$ cat config.mk
export PLATFORM = sky130hd
export DESIGN_NAME = cmp_trip_cond
export DESIGN_NICKNAME = d
export VERILOG_FILES = /design/src/rtl/cmp_trip_pkg.sv /design/src/rtl/trip_sample_tick.sv /design/src/rtl/trip_sync.sv /design/src/rtl/trip_vote_filter.sv /design/src/rtl/trip_fault_latch.sv /design/src/rtl/cmp_trip_cond.sv
export SDC_FILE = /design/constraint.sdc
export NUM_CORES = 1
export LEC_CHECK = 0
export BUFFER_PORTS_ARGS = -buffer_cell sky130_fd_sc_hd__buf_4
export CAP_MARGIN = 5
export CORE_MARGIN = 10
export CORE_UTILIZATION = 25
export CTS_CLUSTER_DIAMETER = 40
export CTS_CLUSTER_SIZE = 16
export DETAILED_ROUTE_END_ITERATION = 16
export PLACE_DENSITY_LB_ADDON = 0.2
export SLEW_MARGIN = 5
export SYNTH_ARGS = -nofsm -noshare
export SYNTH_HDL_FRONTEND = slang
export SYNTH_SLANG_ARGS = --single-unit
export TNS_END_PERCENT = 50
$ cat constraint.sdc
create_clock -name clk -period 5.6 [get_ports clk]
set_input_delay 0.28 -clock clk [delete_from_list [all_inputs] [get_ports clk]]
set_output_delay 0.28 -clock clk [all_outputs]
set_load 0.01 [all_outputs]
$ cat src/rtl/cmp_trip_pkg.sv
package cmp_trip_pkg;

    typedef enum logic [1:0] {
        SRC_RAW   = 2'd0,
        SRC_SYNC  = 2'd1,
        SRC_FILT  = 2'd2,
        SRC_LATCH = 2'd3
    } trip_src_e;

    typedef enum logic {
        FLT_LOW  = 1'b0,
        FLT_HIGH = 1'b1
    } flt_state_e;

    typedef enum logic {
        LAT_IDLE = 1'b0,
        LAT_HELD = 1'b1
    } lat_state_e;

endpackage

$ cat src/rtl/trip_sample_tick.sv
module trip_sample_tick #(
    parameter int PRE_W = 8
) (
    input  logic             clk,
    input  logic             rst_n,
    input  logic [PRE_W-1:0] presc,
    output logic             tick
);

    logic [PRE_W-1:0] cnt_q;

    // A period of 0 or 1 samples on every clock.
    always_comb begin
        if (presc <= PRE_W'(1)) begin
            tick = 1'b1;
        end else begin
            tick = (cnt_q >= presc - PRE_W'(1));
        end
    end

    always_ff @(posedge clk) begin
        if (!rst_n) begin
            cnt_q <= '0;
        end else if (tick) begin
            cnt_q <= '0;
        end else begin
            cnt_q <= cnt_q + PRE_W'(1);
        end
    end

endmodule

$ cat src/rtl/trip_sync.sv
module trip_sync #(
    parameter int STAGES = 2
) (
    input  logic clk,
    input  logic rst_n,
    input  logic din,
    output logic dout
);

    logic [STAGES-1:0] chain_q;

    generate
        if (STAGES == 1) begin : g_single
            always_ff @(posedge clk) begin
                if (!rst_n) chain_q <= '0;
                else        chain_q <= din;
            end
        end else begin : g_multi
            always_ff @(posedge clk) begin
                if (!rst_n) chain_q <= '0;
                else        chain_q <= {chain_q[STAGES-2:0], din};
            end
        end
    endgenerate

    assign dout = chain_q[STAGES-1];

endmodule

$ cat src/rtl/trip_vote_filter.sv
module trip_vote_filter
    import cmp_trip_pkg::*;
#(
    parameter int WIN_MAX = 16,
    parameter int CNT_W   = $clog2(WIN_MAX + 1)
) (
    input  logic             clk,
    input  logic             rst_n,
    input  logic             sample_en,
    input  logic             preload,
    input  logic             din,
    input  logic [CNT_W-1:0] win_len,
    input  logic [CNT_W-1:0] vote_min,
    output logic             level
);

    localparam logic [CNT_W:0] WIN_CAP = (CNT_W + 1)'(WIN_MAX);

    logic [WIN_MAX-1:0] hist_q;
    logic [WIN_MAX-1:0] in_win;
    logic [CNT_W-1:0]   ones;
    logic [CNT_W-1:0]   zeros;
    logic               cfg_ok;
    flt_state_e         st_q;
    flt_state_e         st_nx;

    // Mask of the history positions that take part in the vote.
    genvar g;
    generate
        for (g = 0; g < WIN_MAX; g++) begin : g_mask
            assign in_win[g] = (CNT_W'(g) < win_len);
        end
    endgenerate

    always_ff @(posedge clk) begin
        if (!rst_n) begin
            hist_q <= '0;
        end else if (preload) begin
            hist_q <= {WIN_MAX{din}};
        end else if (sample_en) begin
            hist_q <= {hist_q[WIN_MAX-2:0], din};
        end
    end

    always_comb begin
        ones = '0;
        for (int i = 0; i < WIN_MAX; i++) begin
            ones = ones + CNT_W'(hist_q[i] & in_win[i]);
        end
        zeros = win_len - ones;
    end

    // The threshold must be a strict majority of a non-empty history that fits.
    assign cfg_ok = (win_len != '0)
                 && ({1'b0, win_len} <= WIN_CAP)
                 && ({vote_min, 1'b0} > {1'b0, win_len});

    always_comb begin
        st_nx = st_q;
        unique case (st_q)
            FLT_LOW:  if (cfg_ok && (ones >= vote_min))  st_nx = FLT_HIGH;
            FLT_HIGH: if (cfg_ok && (zeros >= vote_min)) st_nx = FLT_LOW;
        endcase
    end

    always_ff @(posedge clk) begin
        if (!rst_n) st_q <= FLT_LOW;
        else        st_q <= st_nx;
    end

    always_comb begin
        level = (st_q == FLT_HIGH);
    end

endmodule

$ cat src/rtl/trip_fault_latch.sv
module trip_fault_latch
    import cmp_trip_pkg::*;
(
    input  logic clk,
    input  logic rst_n,
    input  logic set_in,
    input  logic clr_in,
    output logic held
);

    lat_state_e st_q;
    lat_state_e st_nx;

    // A set in the same cycle as a clear wins, so a lasting fault is kept.
    always_comb begin
        st_nx = st_q;
        unique case (st_q)
            LAT_IDLE: if (set_in)            st_nx = LAT_HELD;
            LAT_HELD: if (clr_in && !set_in) st_nx = LAT_IDLE;
        endcase
    end

    always_ff @(posedge clk) begin
        if (!rst_n) st_q <= LAT_IDLE;
        else        st_q <= st_nx;
    end

    always_comb begin
        held = (st_q == LAT_HELD);
    end

endmodule

$ cat src/rtl/cmp_trip_cond.sv
module cmp_trip_cond
    import cmp_trip_pkg::*;
#(
    parameter  int WIN_MAX     = 16,
    parameter  int PRE_W       = 8,
    parameter  int SYNC_STAGES = 2,
    localparam int CNT_W       = $clog2(WIN_MAX + 1)
) (
    input  logic             clk,
    input  logic             rst_n,
    input  logic             cmp_in,
    input  logic             inv_en,
    input  logic             async_en,
    input  logic [PRE_W-1:0] presc,
    input  logic [CNT_W-1:0] win_len,
    input  logic [CNT_W-1:0] vote_min,
    input  logic             filt_init,
    input  logic             latch_clr,
    input  logic [1:0]       sel_a,
    input  logic [1:0]       sel_b,
    output logic             trip_a,
    output logic             trip_b
);

    localparam int NUM_OUT = 2;

    logic       comp_x;
    logic       sync_bit;
    logic       sample_tick;
    logic       filt_q;
    logic       latch_q;
    logic       latch_view;
    logic [1:0] sel_vec [NUM_OUT];
    logic       trip_q  [NUM_OUT];

    assign comp_x = cmp_in ^ inv_en;

    trip_sync #(.STAGES(SYNC_STAGES)) u_sync (
        .clk   (clk),
        .rst_n (rst_n),
        .din   (comp_x),
        .dout  (sync_bit)
    );

    trip_sample_tick #(.PRE_W(PRE_W)) u_tick (
        .clk   (clk),
        .rst_n (rst_n),
        .presc (presc),
        .tick  (sample_tick)
    );

    trip_vote_filter #(.WIN_MAX(WIN_MAX), .CNT_W(CNT_W)) u_filt (
        .clk       (clk),
        .rst_n     (rst_n),
        .sample_en (sample_tick),
        .preload   (filt_init),
        .din       (sync_bit),
        .win_len   (win_len),
        .vote_min  (vote_min),
        .level     (filt_q)
    );

    trip_fault_latch u_latch (
        .clk    (clk),
        .rst_n  (rst_n),
        .set_in (filt_q),
        .clr_in (latch_clr),
        .held   (latch_q)
    );

    assign latch_view = latch_q | (async_en & comp_x);

    assign sel_vec[0] = sel_a;
    assign sel_vec[1] = sel_b;

    genvar o;
    generate
        for (o = 0; o < NUM_OUT; o++) begin : g_out
            logic pick;
            always_comb begin
                pick = 1'b0;
                unique case (trip_src_e'(sel_vec[o]))
                    SRC_RAW:   pick = comp_x;
                    SRC_SYNC:  pick = sync_bit;
                    SRC_FILT:  pick = filt_q;
                    SRC_LATCH: pick = latch_view;
                endcase
            end
            always_ff @(posedge clk) begin
                if (!rst_n) trip_q[o] <= 1'b0;
                else        trip_q[o] <= pick;
            end
        end
    endgenerate

    assign trip_a = trip_q[0];
    assign trip_b = trip_q[1];

endmodule

==> flow_summary.yaml <==
outcome:
  status: "complete, no violations"
global_route:
  grt_start_max_net_pins: 19
  gr-total-overflow: 0
  antenna_found_initial: 0
  track_usage: 0.08714
  grt_pass1_wl_um: 10720
  grt_pass1_vias: 2261
setup_path:
  cp_max_fo: 9
  cp-start-kind: "input pin"
  cp.arrival_ns: 5.40
  cp-end-kind: "flip-flop"
  cp.required_ns: 5.83
  crit_type: "input pin to flip-flop"
finish:
  antennaDiodeCount: 0
  nets: 409
  areaGrowthSynthToFinish_pct: 18.92
  drive_above_1_share: 0.1577
die:
  coreArea_um2: 9864
  start_util: 0.2588
  die_area_um2: 14650
  placementRows: 36
  die_y_um: 121.0
  die_x_um: 121.0
  io_pins: 31
synthesis:
  synth.avg_cell_area_um2: 8.452
  yosysTopAreaCell: "dfxtp_1"
  synth-seq-area-share: 0.2353
  synth-seq-cells: 30
  synth_edf_count: 0
  yosys_warnings: 0
  ys_types: 46
  synth_fp_nets: 376
  synthCells: 302
  ys_async_sr_fraction: 0
  synthFlopType: "dfxtp_1"
  synth.area.top_cells: "dfxtp_1 (24%), ha_1 (17%), fa_1 (8.6%)"
  synth_area_um2: 2552
  yosysTopAreaCellShare: 0.2353
timing:
  tightest_slew_ns: 1.049
  slew_violations: 0
  hold_viol_final: 0
  rsz0062_at_grt: "no"
  slew_headroom: 0.2960
  setup_viol: 0
  finalWorstPathRequiredPeriod_ns: 5.170
  fin_skew_ns: 0.005891
  hold_ws_ns: 0.2032
  tns_ns: 0
  fmax_mhz: 193.4
  finalCritPeriodShare: 0.9232
routing:
  viasPerCell: 4.620
  wl_um: 6245
  first_pass_iters: 4
  ant_nets: 0
  post_drt_wl_per_cell_um: 13.32
  dr_total_vias: 2167
  drc: 0
  drtIter0Drc: 112
clock_tree:
  clock_sinks: 30
  clk_latency_ns: 0.28
  clkSlewWorstSetupHoldPaths_ns: 0.06
  cts_tree: "yes"
  h-tree-depth: 2
  ctsHoldBuffers: 0
  clockBufferDepth: 2
  post_cts.repair.setup_buffers: 0
  cts.root.buffer_cell: "clkbuf_8"
  cts_resized: 0
  cts_buffers: 5
job:
  cap_violations: 0
power:
  peakVddDrop_v: 0.00008159
  p_leak_nw: 1.345
  power.density_nw_per_um2: 241.4
  p_total_mw: 0.7326
min_path:
  hold_path_class: "input pin to flip-flop"
placed_design:
  hpwl_um: 5097
  place_congestion: 0.7945
  io_buffers: 30
## layer usage
metal  track usage  part of all wire  up-vias
met5             0                 0        -
met4       0.02715             0.011        0
met3       0.01396             0.020        5
met2        0.1422              0.47       33
met1        0.1145              0.50     1003
li1              -                 -     1126
## Yosys cell counts (2+ instances only)
library cell / count
a21oi_1: 10
nor3_1: 3
o21ai_1: 10
clkinv_1: 2
xor2_1: 7
a21boi_0: 3
nand2_1: 11
nor2b_1: 5
or4_1: 2
a211oi_1: 2
nor4_1: 3
nand2b_1: 2
a31oi_1: 19
nand3_1: 22
clkbuf_1: 8
dfxtp_1: 30
xnor2_1: 13
o21a_1: 2
a21o_1: 6
and2_1: 5
ha_1: 34
fa_1: 11
nor2_1: 22
inv_1: 33
o21ai_0: 16
## logic make-up (layout without fill, tap and decap cells)
group / Yosys count / after routing / share of synthesized area
buffers and inverters: 47 / 81 / 0.07892
XOR/XNOR: 20 / 20 / 0.06863
AO/OA/AOI/OAI: 77 / 77 / 0.1868
multiplexers: 1 / 1 / 0.008823
AND/OR/NAND/NOR: 82 / 82 / 0.1686
flip-flops: 30 / 30 / 0.2353
adder cells (fa/ha/maj): 45 / 45 / 0.2529
## worst paths after layout
| kind | startpoint | endpoint | slack, ns | depth (start not counted) |
|---|---|---|---|---|
| worst max-delay path | win_len[1] | u_filt.level | 0.43 | 21 |
| worst min-delay path | sel_a[0] | trip_q[0] | 0.20 | 2 |
| worst max register to register | u_filt.hist_q[14] | u_filt.level | 0.50 | 18 |
| worst min register to register | u_sync.chain_q[0] | u_sync.chain_q[1] | 0.43 | 1 |
## registers in the layout (all words and copies together), names as in the netlist
signal	flops
u_sync.chain_q	2
u_latch.held	1
trip_q	2
u_tick.cnt_q	8
u_filt.hist_q	16
u_filt.level	1
## final cells by class
| cell class | count | area (um^2) |
|---|---|---|
| clock buffers | 7 | 86.33 |
| multi-input cells | 225 | 1757 |
| inverters | 35 | 135.1 |
| clock inverters | 1 | 5.005 |
| fillers | 1050 | 6829 |
| well taps | 133 | 166.4 |
| repair buffers | 38 | 285.3 |
| flip-flops and latches | 30 | 600.6 |
## per-stage QoR
step / instance area (um^2) / util / cells / setup WS [ns]
2_1_floorplan: 2552 / - / 302 / 0.3101
3_3_place_gp: 2940 / 0.2981 / 461 / 0.1059
3_5_place_dp: 2940 / 0.2981 / 461 / 0.03150
4_1_cts: 3032 / 0.3073 / 469 / 0.3261
5_1_grt: 3035 / 0.3077 / 469 / 0.01575
6_report: 3035 / 0.3077 / 469 / 0.4303
## cell usage in the layout, fill, tap and decap left out, drive strengths merged, types with 2 or more instances in the layout
cell / Yosys / layout
buf: 4 / 38
clkbuf: 8 / 7
nor4: 5 / 5
xnor2: 13 / 13
a21oi: 10 / 10
ha: 34 / 34
dfxtp: 30 / 30
a31oi: 19 / 19
nor3: 3 / 3
nor2b: 5 / 5
nor2: 22 / 22
and2: 5 / 5
xor2: 7 / 7
o21a: 2 / 2
inv: 33 / 32
fa: 11 / 11
nand2: 11 / 11
nand2b: 2 / 2
nand3: 22 / 22
or4: 3 / 3
o21ai: 27 / 27
a21boi: 3 / 3
clkinv: 2 / 3
a21o: 6 / 6
a211oi: 2 / 2
## critical path: stages
cell	delay [ns]
buf_4	0.15
clkinvlp_4	0.20
nor2_1	0.13
o21ai_0	0.11
fa_1	0.50
fa_1	0.51
fa_1	0.54
inv_1	0.05
fa_1	0.47
ha_1	0.24
fa_1	0.40
xor2_1	0.20
inv_1	0.06
ha_1	0.32
a21oi_1	0.17
xnor2_1	0.15
ha_1	0.29
a21oi_1	0.16
a31oi_1	0.11
o211ai_1	0.17
o2111a_1	0.19
## where the power goes
part,total [mW],internal (mW),switching (mW)
combinational,0.316,0.152,0.163
sequential,0.236,0.226,0.0106
clock,0.181,0.0990,0.0816
Power figures use the tool's default switching activity.
